<file path="src/rtl/spiw_pkg.sv">
package spiw_pkg;

  localparam int unsigned PAGE_BYTES_DEF = 64;
  localparam int unsigned USED_BITS_DEF  = 15;
  localparam logic [7:0]  WRITE_CODE     = 8'h02;

  typedef enum logic [2:0] {
    DEC_OPCODE  = 3'd0,
    DEC_ADDR_HI = 3'd1,
    DEC_ADDR_LO = 3'd2,
    DEC_LOAD    = 3'd3,
    DEC_SKIP    = 3'd4
  } dec_state_t;

  function automatic logic is_write(input logic [7:0] code);
    return code == WRITE_CODE;
  endfunction

  // Offset advance that folds back inside the page
  function automatic logic [15:0] next_off(input logic [15:0] off, input int unsigned ow);
    return (off + 16'd1) & ((16'd1 << ow) - 16'd1);
  endfunction

  // Page number: keep the used bits, drop the in-page offset
  function automatic logic [15:0] page_of(input logic [15:0] addr, input int unsigned used,
                                          input int unsigned ow);
    return (addr & ((16'd1 << used) - 16'd1)) >> ow;
  endfunction

endpackage

</file>
<file path="src/rtl/spiw_edge.sv">
module spiw_edge (
  input  logic clk,
  input  logic rst_n,
  input  logic sck,
  input  logic cs_n,
  input  logic si,
  output logic s_si,
  output logic sck_rise,
  output logic cs_rise,
  output logic cs_idle
);
  logic sck_q, sck_p, cs_q, cs_p;

  always_ff @(posedge clk or negedge rst_n) begin
    if (!rst_n) begin
      sck_q <= 1'b0;
      sck_p <= 1'b0;
      cs_q  <= 1'b1;
      cs_p  <= 1'b1;
      s_si  <= 1'b0;
    end else begin
      sck_q <= sck;
      sck_p <= sck_q;
      cs_q  <= cs_n;
      cs_p  <= cs_q;
      s_si  <= si;
    end
  end

  assign sck_rise = sck_q & ~sck_p & ~cs_q;
  assign cs_rise  = cs_q & ~cs_p;
  assign cs_idle  = cs_q;
endmodule

</file>
<file path="src/rtl/spiw_shift.sv">
module spiw_shift (
  input  logic       clk,
  input  logic       rst_n,
  input  logic       cs_idle,
  input  logic       sck_rise,
  input  logic       s_si,
  output logic       byte_done,
  output logic [7:0] byte_val,
  output logic       mid_byte
);
  logic [2:0] bit_cnt;
  logic [6:0] sh;

  always_ff @(posedge clk or negedge rst_n) begin
    if (!rst_n) begin
      bit_cnt   <= '0;
      sh        <= '0;
      byte_done <= 1'b0;
      byte_val  <= '0;
    end else begin
      byte_done <= 1'b0;
      if (cs_idle) begin
        bit_cnt <= '0;
      end else if (sck_rise) begin
        sh      <= {sh[5:0], s_si};
        bit_cnt <= bit_cnt + 3'd1;
        if (bit_cnt == 3'd7) begin
          byte_done <= 1'b1;
          byte_val  <= {sh, s_si};
        end
      end
    end
  end

  assign mid_byte = (bit_cnt != 3'd0);
endmodule

</file>
<file path="src/rtl/spiw_decode.sv">
module spiw_decode
  import spiw_pkg::*;
#(
  parameter int unsigned USED_BITS = USED_BITS_DEF,
  parameter int unsigned OFF_W     = 6,
  parameter int unsigned PAGE_W    = USED_BITS - OFF_W
) (
  input  logic              clk,
  input  logic              rst_n,
  input  logic              cs_idle,
  input  logic              cs_rise,
  input  logic              byte_done,
  input  logic [7:0]        byte_val,
  input  logic              mid_byte,
  input  logic              any_loaded,
  output dec_state_t        state,
  output logic              seq_start,
  output logic              off_load,
  output logic [OFF_W-1:0]  off_val,
  output logic              data_store,
  output logic [PAGE_W-1:0] page,
  output logic              commit_valid
);
  logic [7:0]  addr_hi;
  logic [15:0] full_addr;

  assign full_addr  = {addr_hi, byte_val};
  assign off_val    = OFF_W'(full_addr);
  assign seq_start  = byte_done && !cs_idle && (state == DEC_OPCODE) && is_write(byte_val);
  assign off_load   = byte_done && !cs_idle && (state == DEC_ADDR_LO);
  assign data_store = byte_done && !cs_idle && (state == DEC_LOAD);

  always_ff @(posedge clk or negedge rst_n) begin
    if (!rst_n) begin
      state        <= DEC_OPCODE;
      addr_hi      <= '0;
      page         <= '0;
      commit_valid <= 1'b0;
    end else begin
      commit_valid <= cs_rise && (state == DEC_LOAD) && !mid_byte && any_loaded;
      if (cs_idle) begin
        state <= DEC_OPCODE;
      end else if (byte_done) begin
        case (state)
          DEC_OPCODE:  state <= is_write(byte_val) ? DEC_ADDR_HI : DEC_SKIP;
          DEC_ADDR_HI: begin
            addr_hi <= byte_val;
            state   <= DEC_ADDR_LO;
          end
          DEC_ADDR_LO: begin
            page  <= PAGE_W'(page_of(full_addr, USED_BITS, OFF_W));
            state <= DEC_LOAD;
          end
          default:     state <= state;
        endcase
      end
    end
  end
endmodule

</file>
<file path="src/rtl/spiw_pagebuf.sv">
module spiw_pagebuf
  import spiw_pkg::*;
#(
  parameter int unsigned PAGE_BYTES = PAGE_BYTES_DEF,
  parameter int unsigned OFF_W      = $clog2(PAGE_BYTES)
) (
  input  logic                    clk,
  input  logic                    rst_n,
  input  logic                    seq_start,
  input  logic                    off_load,
  input  logic [OFF_W-1:0]        off_val,
  input  logic                    data_store,
  input  logic [7:0]              byte_val,
  output logic [OFF_W-1:0]        offset,
  output logic [PAGE_BYTES-1:0]   mask,
  output logic [PAGE_BYTES*8-1:0] data_flat
);
  logic [7:0] mem [PAGE_BYTES];

  always_ff @(posedge clk or negedge rst_n) begin
    if (!rst_n) begin
      offset <= '0;
      mask   <= '0;
      for (int i = 0; i < int'(PAGE_BYTES); i++) mem[i] <= '0;
    end else begin
      if (seq_start) mask <= '0;
      if (off_load) offset <= off_val;
      if (data_store) begin
        mem[offset]  <= byte_val;
        mask[offset] <= 1'b1;
        offset       <= OFF_W'(next_off(16'(offset), OFF_W));
      end
    end
  end

  for (genvar g = 0; g < int'(PAGE_BYTES); g++) begin : g_flat
    assign data_flat[g*8 +: 8] = mem[g];
  end
endmodule

</file>
<file path="src/rtl/spiw_front.sv">
module spiw_front
  import spiw_pkg::*;
#(
  parameter int unsigned PAGE_BYTES = PAGE_BYTES_DEF,
  parameter int unsigned USED_BITS  = USED_BITS_DEF,
  localparam int unsigned OFF_W     = $clog2(PAGE_BYTES),
  localparam int unsigned PAGE_W    = USED_BITS - OFF_W
) (
  input  logic                    clk,
  input  logic                    rst_n,
  input  logic                    sck,
  input  logic                    cs_n,
  input  logic                    si,
  output logic                    so,
  output logic                    so_oe,
  output logic                    commit_valid,
  output logic [PAGE_W-1:0]       commit_page,
  output logic [PAGE_BYTES-1:0]   commit_mask,
  output logic [PAGE_BYTES*8-1:0] commit_data
);
  logic             s_si, sck_rise, cs_rise, cs_idle;
  logic             byte_done, mid_byte;
  logic [7:0]       byte_val;
  dec_state_t       dec_state;
  logic             seq_start, off_load, data_store;
  logic [OFF_W-1:0] off_val, wr_offset;

  spiw_edge u_edge (
    .clk(clk), .rst_n(rst_n), .sck(sck), .cs_n(cs_n), .si(si),
    .s_si(s_si), .sck_rise(sck_rise), .cs_rise(cs_rise), .cs_idle(cs_idle)
  );

  spiw_shift u_shift (
    .clk(clk), .rst_n(rst_n), .cs_idle(cs_idle), .sck_rise(sck_rise), .s_si(s_si),
    .byte_done(byte_done), .byte_val(byte_val), .mid_byte(mid_byte)
  );

  spiw_decode #(.USED_BITS(USED_BITS), .OFF_W(OFF_W), .PAGE_W(PAGE_W)) u_dec (
    .clk(clk), .rst_n(rst_n), .cs_idle(cs_idle), .cs_rise(cs_rise),
    .byte_done(byte_done), .byte_val(byte_val), .mid_byte(mid_byte),
    .any_loaded(|commit_mask), .state(dec_state), .seq_start(seq_start),
    .off_load(off_load), .off_val(off_val), .data_store(data_store),
    .page(commit_page), .commit_valid(commit_valid)
  );

  spiw_pagebuf #(.PAGE_BYTES(PAGE_BYTES), .OFF_W(OFF_W)) u_buf (
    .clk(clk), .rst_n(rst_n), .seq_start(seq_start), .off_load(off_load),
    .off_val(off_val), .data_store(data_store), .byte_val(byte_val),
    .offset(wr_offset), .mask(commit_mask), .data_flat(commit_data)
  );

  assign so    = 1'b0;
  assign so_oe = 1'b0;
endmodule

</file>
<file path="config.mk">
export PLATFORM = sky130hd
export DESIGN_NAME = spiw_front
export DESIGN_NICKNAME = d
export VERILOG_FILES = /design/src/rtl/spiw_pkg.sv /design/src/rtl/spiw_edge.sv /design/src/rtl/spiw_shift.sv /design/src/rtl/spiw_decode.sv /design/src/rtl/spiw_pagebuf.sv /design/src/rtl/spiw_front.sv
export SDC_FILE = /design/constraint.sdc
export NUM_CORES = 1
export LEC_CHECK = 0
export ABC_AREA = 1
export BUFFER_PORTS_ARGS = -buffer_cell sky130_fd_sc_hd__buf_2
export CAP_MARGIN = 30
export CORE_AREA = 2 2 227 229
export DETAILED_ROUTE_END_ITERATION = 10
export DIE_AREA = 0 0 229 231
export PLACE_DENSITY = 0.74
export SYNTH_ARGS = -nofsm -noshare
export SYNTH_HDL_FRONTEND = slang
export SYNTH_SLANG_ARGS = --single-unit
export TNS_END_PERCENT = 50
</file>
<file path="constraint.sdc">
create_clock -name clk -period 1.55 [get_ports clk]
set_input_delay 0.155 -clock clk [delete_from_list [all_inputs] [get_ports clk]]
set_output_delay 0.155 -clock clk [all_outputs]
set_load 0.01 [all_outputs]
</file>
==> metrics.yaml <==
timing:
  fin_crit_ns: 1.69
  rsz0062_at_grt: "true"
  tightest_slew_ns: 0.603
  hold_viol: 0
  relSlewSlack_pct: 59.8
  setup_viol: 422
  clock.fmax_mhz: 592
  skew_ns: 0.0196
  worst_slack_ns: -0.139
  period_share_pct: 109
  final_max_slew_viol_count: 0
logic_synthesis:
  yosys_warnings: 0
  synth_top_cell_by_area: "dfrtp_1"
  synth_ff_type: "dfrtp_1"
  async_reset_ff_share_pct: 100
  yosysMostFrequentCell: "nand2_1"
  synth_area_per_cell_sq_um: 10.5
  synth_common_cells: "nand2_1 (755), dfrtp_1 (624), o21ai_1 (297)"
  synth_edf_count: 0
  ys_types: 36
  synth.area.top_cells: "dfrtp_1 (65%), nand2_1 (12%), o21ai_1 (6.2%)"
  yosys.area.top_type_share_pct: 64.9
  synth_area_sq_mm: 0.0241
  yosysSeqAreaShare_pct: 65.1
  ys_ff_latch: 626
  postSynthCellCount: 2281
layout:
  drive_above_1_share_pct: 40.5
  nFillCells: 3895
  multi_input_area_sq_mm: 0.00878
  fin_util_pct: 64.8
  syn_to_final_growth_pct: 36.4
  ff_latch_area_sq_mm: 0.0157
  design_area_sq_mm: 0.0328
  nNetsFinal: 3001
power:
  internal_power_mw: 25.2
  leakagePower_nw: 16.9
  p_sw_share_pct: 21.2
  clkPwrFrac_pct: 47.0
  ir_drop_uv: 1010
  pwr-share-comb_pct: 1.6
  switchingPower_mw: 6.77
  pwr-share-seq_pct: 51.3
  power_density_mw_per_mm2: 975
clocking:
  cts_tree: "done"
  clockBufferDepth: 3
  clkSinkCount: 626
  ctsHtreeMaxLevel: 2
  root_buffer: "clkbuf_16"
  path_clk_slew_ns: 0.07
  insertion_delay_ns: 0.63
  cts_buffers: 60
setup_path:
  r2r_end: "u_buf.data_flat[365]"
  reg2reg_slack_ns: -0.14
  r2r_cells: 9
  criticalPathCategory: "reg2reg"
  rr_startpoint: "u_dec.state[0]"
  worstPathMaxFanout: 17
  crit_arrival_ns: 2.17
  crit_required_ns: 2.03
  critPathLaunchType: "flip-flop"
  worstSetupEndpointType: "flip-flop"
place:
  dp.final_hpwl_microns: 52000
  post-place-ws_ns: -0.105
  io_buffers: 590
  place_area_sq_mm: 0.0286
  place_congestion: 0.845
run_status:
  run_status: "complete, but fails checks"
  violations: "setup timing"
drt:
  dr.pass1.iters: 5
  wl_per_cell_microns: 22.2
  drt-initial-drc-count: 1787
  vias: 20200
  ant_nets: 0
  wirelength_microns: 82500
  via_per_inst: 5.42
  drc: 0
floorplanning:
  design.core.area_sq_mm: 0.0507
  die_x_microns: 229
  fp-row-count: 83
  die_area_sq_mm: 0.0529
  ios: 593
  initial_utilization_pct: 47.5
  die-height_microns: 231
global_route:
  antenna_found_initial: 1
  grt_pass1_vias: 19200
  grt-ovfl-total: 0
  grt_pass1_wl_microns: 116000
  grt_max_degree: 87
  grtUsageTotal_pct: 28.4
hold_path:
  holdCritPathClass: "in2async"
run:
  cap_viol_max_count: 0
power groups by stage:
stage          Sequential (mW)  Combinational, mW  Clock, mW
3_5_place_dp              16.7              0.526          0
2_1_floorplan             16.7             0.0632          0
4_1_cts                   16.4              0.540       15.3
5_1_grt                   16.4              0.606       15.9
6_report                  16.4              0.522       15.0
3_3_place_gp              16.7              0.502          0
how the worst max path moves through the flow:
stage | from | endpoint | slack [ns] | cells after the start
2_1_floorplan | u_dec.state[0] | u_buf.data_flat[358] | -0.02 | 8
3_3_place_gp | u_dec.state[0] | u_buf.data_flat[488] | -0.05 | 8
3_5_place_dp | u_dec.state[0] | u_buf.data_flat[492] | -0.10 | 8
4_1_cts | u_dec.state[1] | u_buf.data_flat[40] | -0.1 | 8
5_1_grt | u_dec.state[0] | u_buf.data_flat[365] | -0.21 | 9
6_report | u_dec.state[0] | u_buf.data_flat[365] | -0.14 | 9
cell families (layout without fill, tap and decap cells):
group / Yosys count / after routing / synth area share, %
adders and majority gates: 4 / 4 / 0.208
xor gates and xnor gates: 2 / 2 / 0.0728
other: 1 / 4 / 0.0156
AOI/OAI and AO/OA: 552 / 552 / 13.1
and+or+nand+nor: 913 / 944 / 16.9
buffers and inverters: 183 / 908 / 4.58
DFF: 626 / 626 / 65.1
what timing repair did:
item                                    CTS  global route
cloned                                    6            36
gates resized for setup                  65           221
pin swaps                                12            39
hold buffers                              4             0
endpoints found under the setup margin  427           583
hold endpoints to repair                415             0
setup buffers                             7            19
sequential cells by signal, summed over array words and instances, names as in the netlist:
signal,cells
u_edge.cs_idle,1
u_shift.byte_val,8
u_buf.mask,64
u_edge.sck_q,1
u_buf.data_flat,512
u_dec.commit_valid,1
u_edge.sck_p,1
u_shift.sh,7
u_dec.state,3
u_dec.addr_hi,7
u_edge.s_si,1
u_edge.cs_p,1
u_shift.byte_done,1
u_dec.page,9
u_shift.bit_cnt,3
u_buf.offset,6
final cells by class:
cell class              instances  share of cell area [%]
flip-flops and latches        626                    47.7
clock buffers                  88                    5.38
repair buffers                755                    16.1
diodes                          2                  0.0152
inverters                      45                   0.614
well taps                     680                    2.59
clock inverters                20                   0.774
multi-input cells            1504                    26.7
layer usage:
layer	routed length (microns)	vias to the layer above	global-route usage [%]
li1	-	8937	-
met1	32200	10100	37.0
met2	40900	954	47.1
met3	6520	181	6.18
met4	2870	0	10.1
met5	0	-	0
cell usage in the layout, fill, tap and decap left out, types with 5 or more instances in the layout:
cell type / instances
dfrtp_1: 621
buf_4: 68
clkbuf_1: 12
inv_2: 11
nand3_1: 17
clkbuf_16: 70
nand2_1: 642
nand2_2: 95
inv_4: 5
nand4_1: 5
nor2_8: 6
nor2_2: 5
o21ai_1: 291
inv_1: 19
buf_2: 589
o21ai_2: 129
nand2_8: 60
nand4_4: 10
bufinv_16: 5
nor2_1: 56
buf_12: 66
nand2_4: 36
o21ai_0: 125
buf_6: 16
clkbuf_8: 16
clkinv_2: 17
metrics by stage:
step	TNS [ns]	instances	power, mW	hold WS (ns)
2_1_floorplan	-0.130	2282	16.8	-0.141
3_3_place_gp	-0.882	3538	17.2	0.0724
3_5_place_dp	-8.04	3538	17.2	0.0784
4_1_cts	-10.58	3663	32.2	0.00549
5_1_grt	-63.75	3719	32.9	0.0376
6_report	-19.87	3720	32.0	0.0383
worst max-delay path, stage by stage, from the launching register on:
cell and delay [ns]:
dfrtp_1 0.40, nand2_2 0.09, nor2_4 0.17, nand2_8 0.15
nor2_8 0.14, buf_12 0.15, buf_12 0.15, nand2_8 0.11
nand2_2 0.09, o21ai_1 0.08
Note: power is estimated with default switching activity, not from simulation.
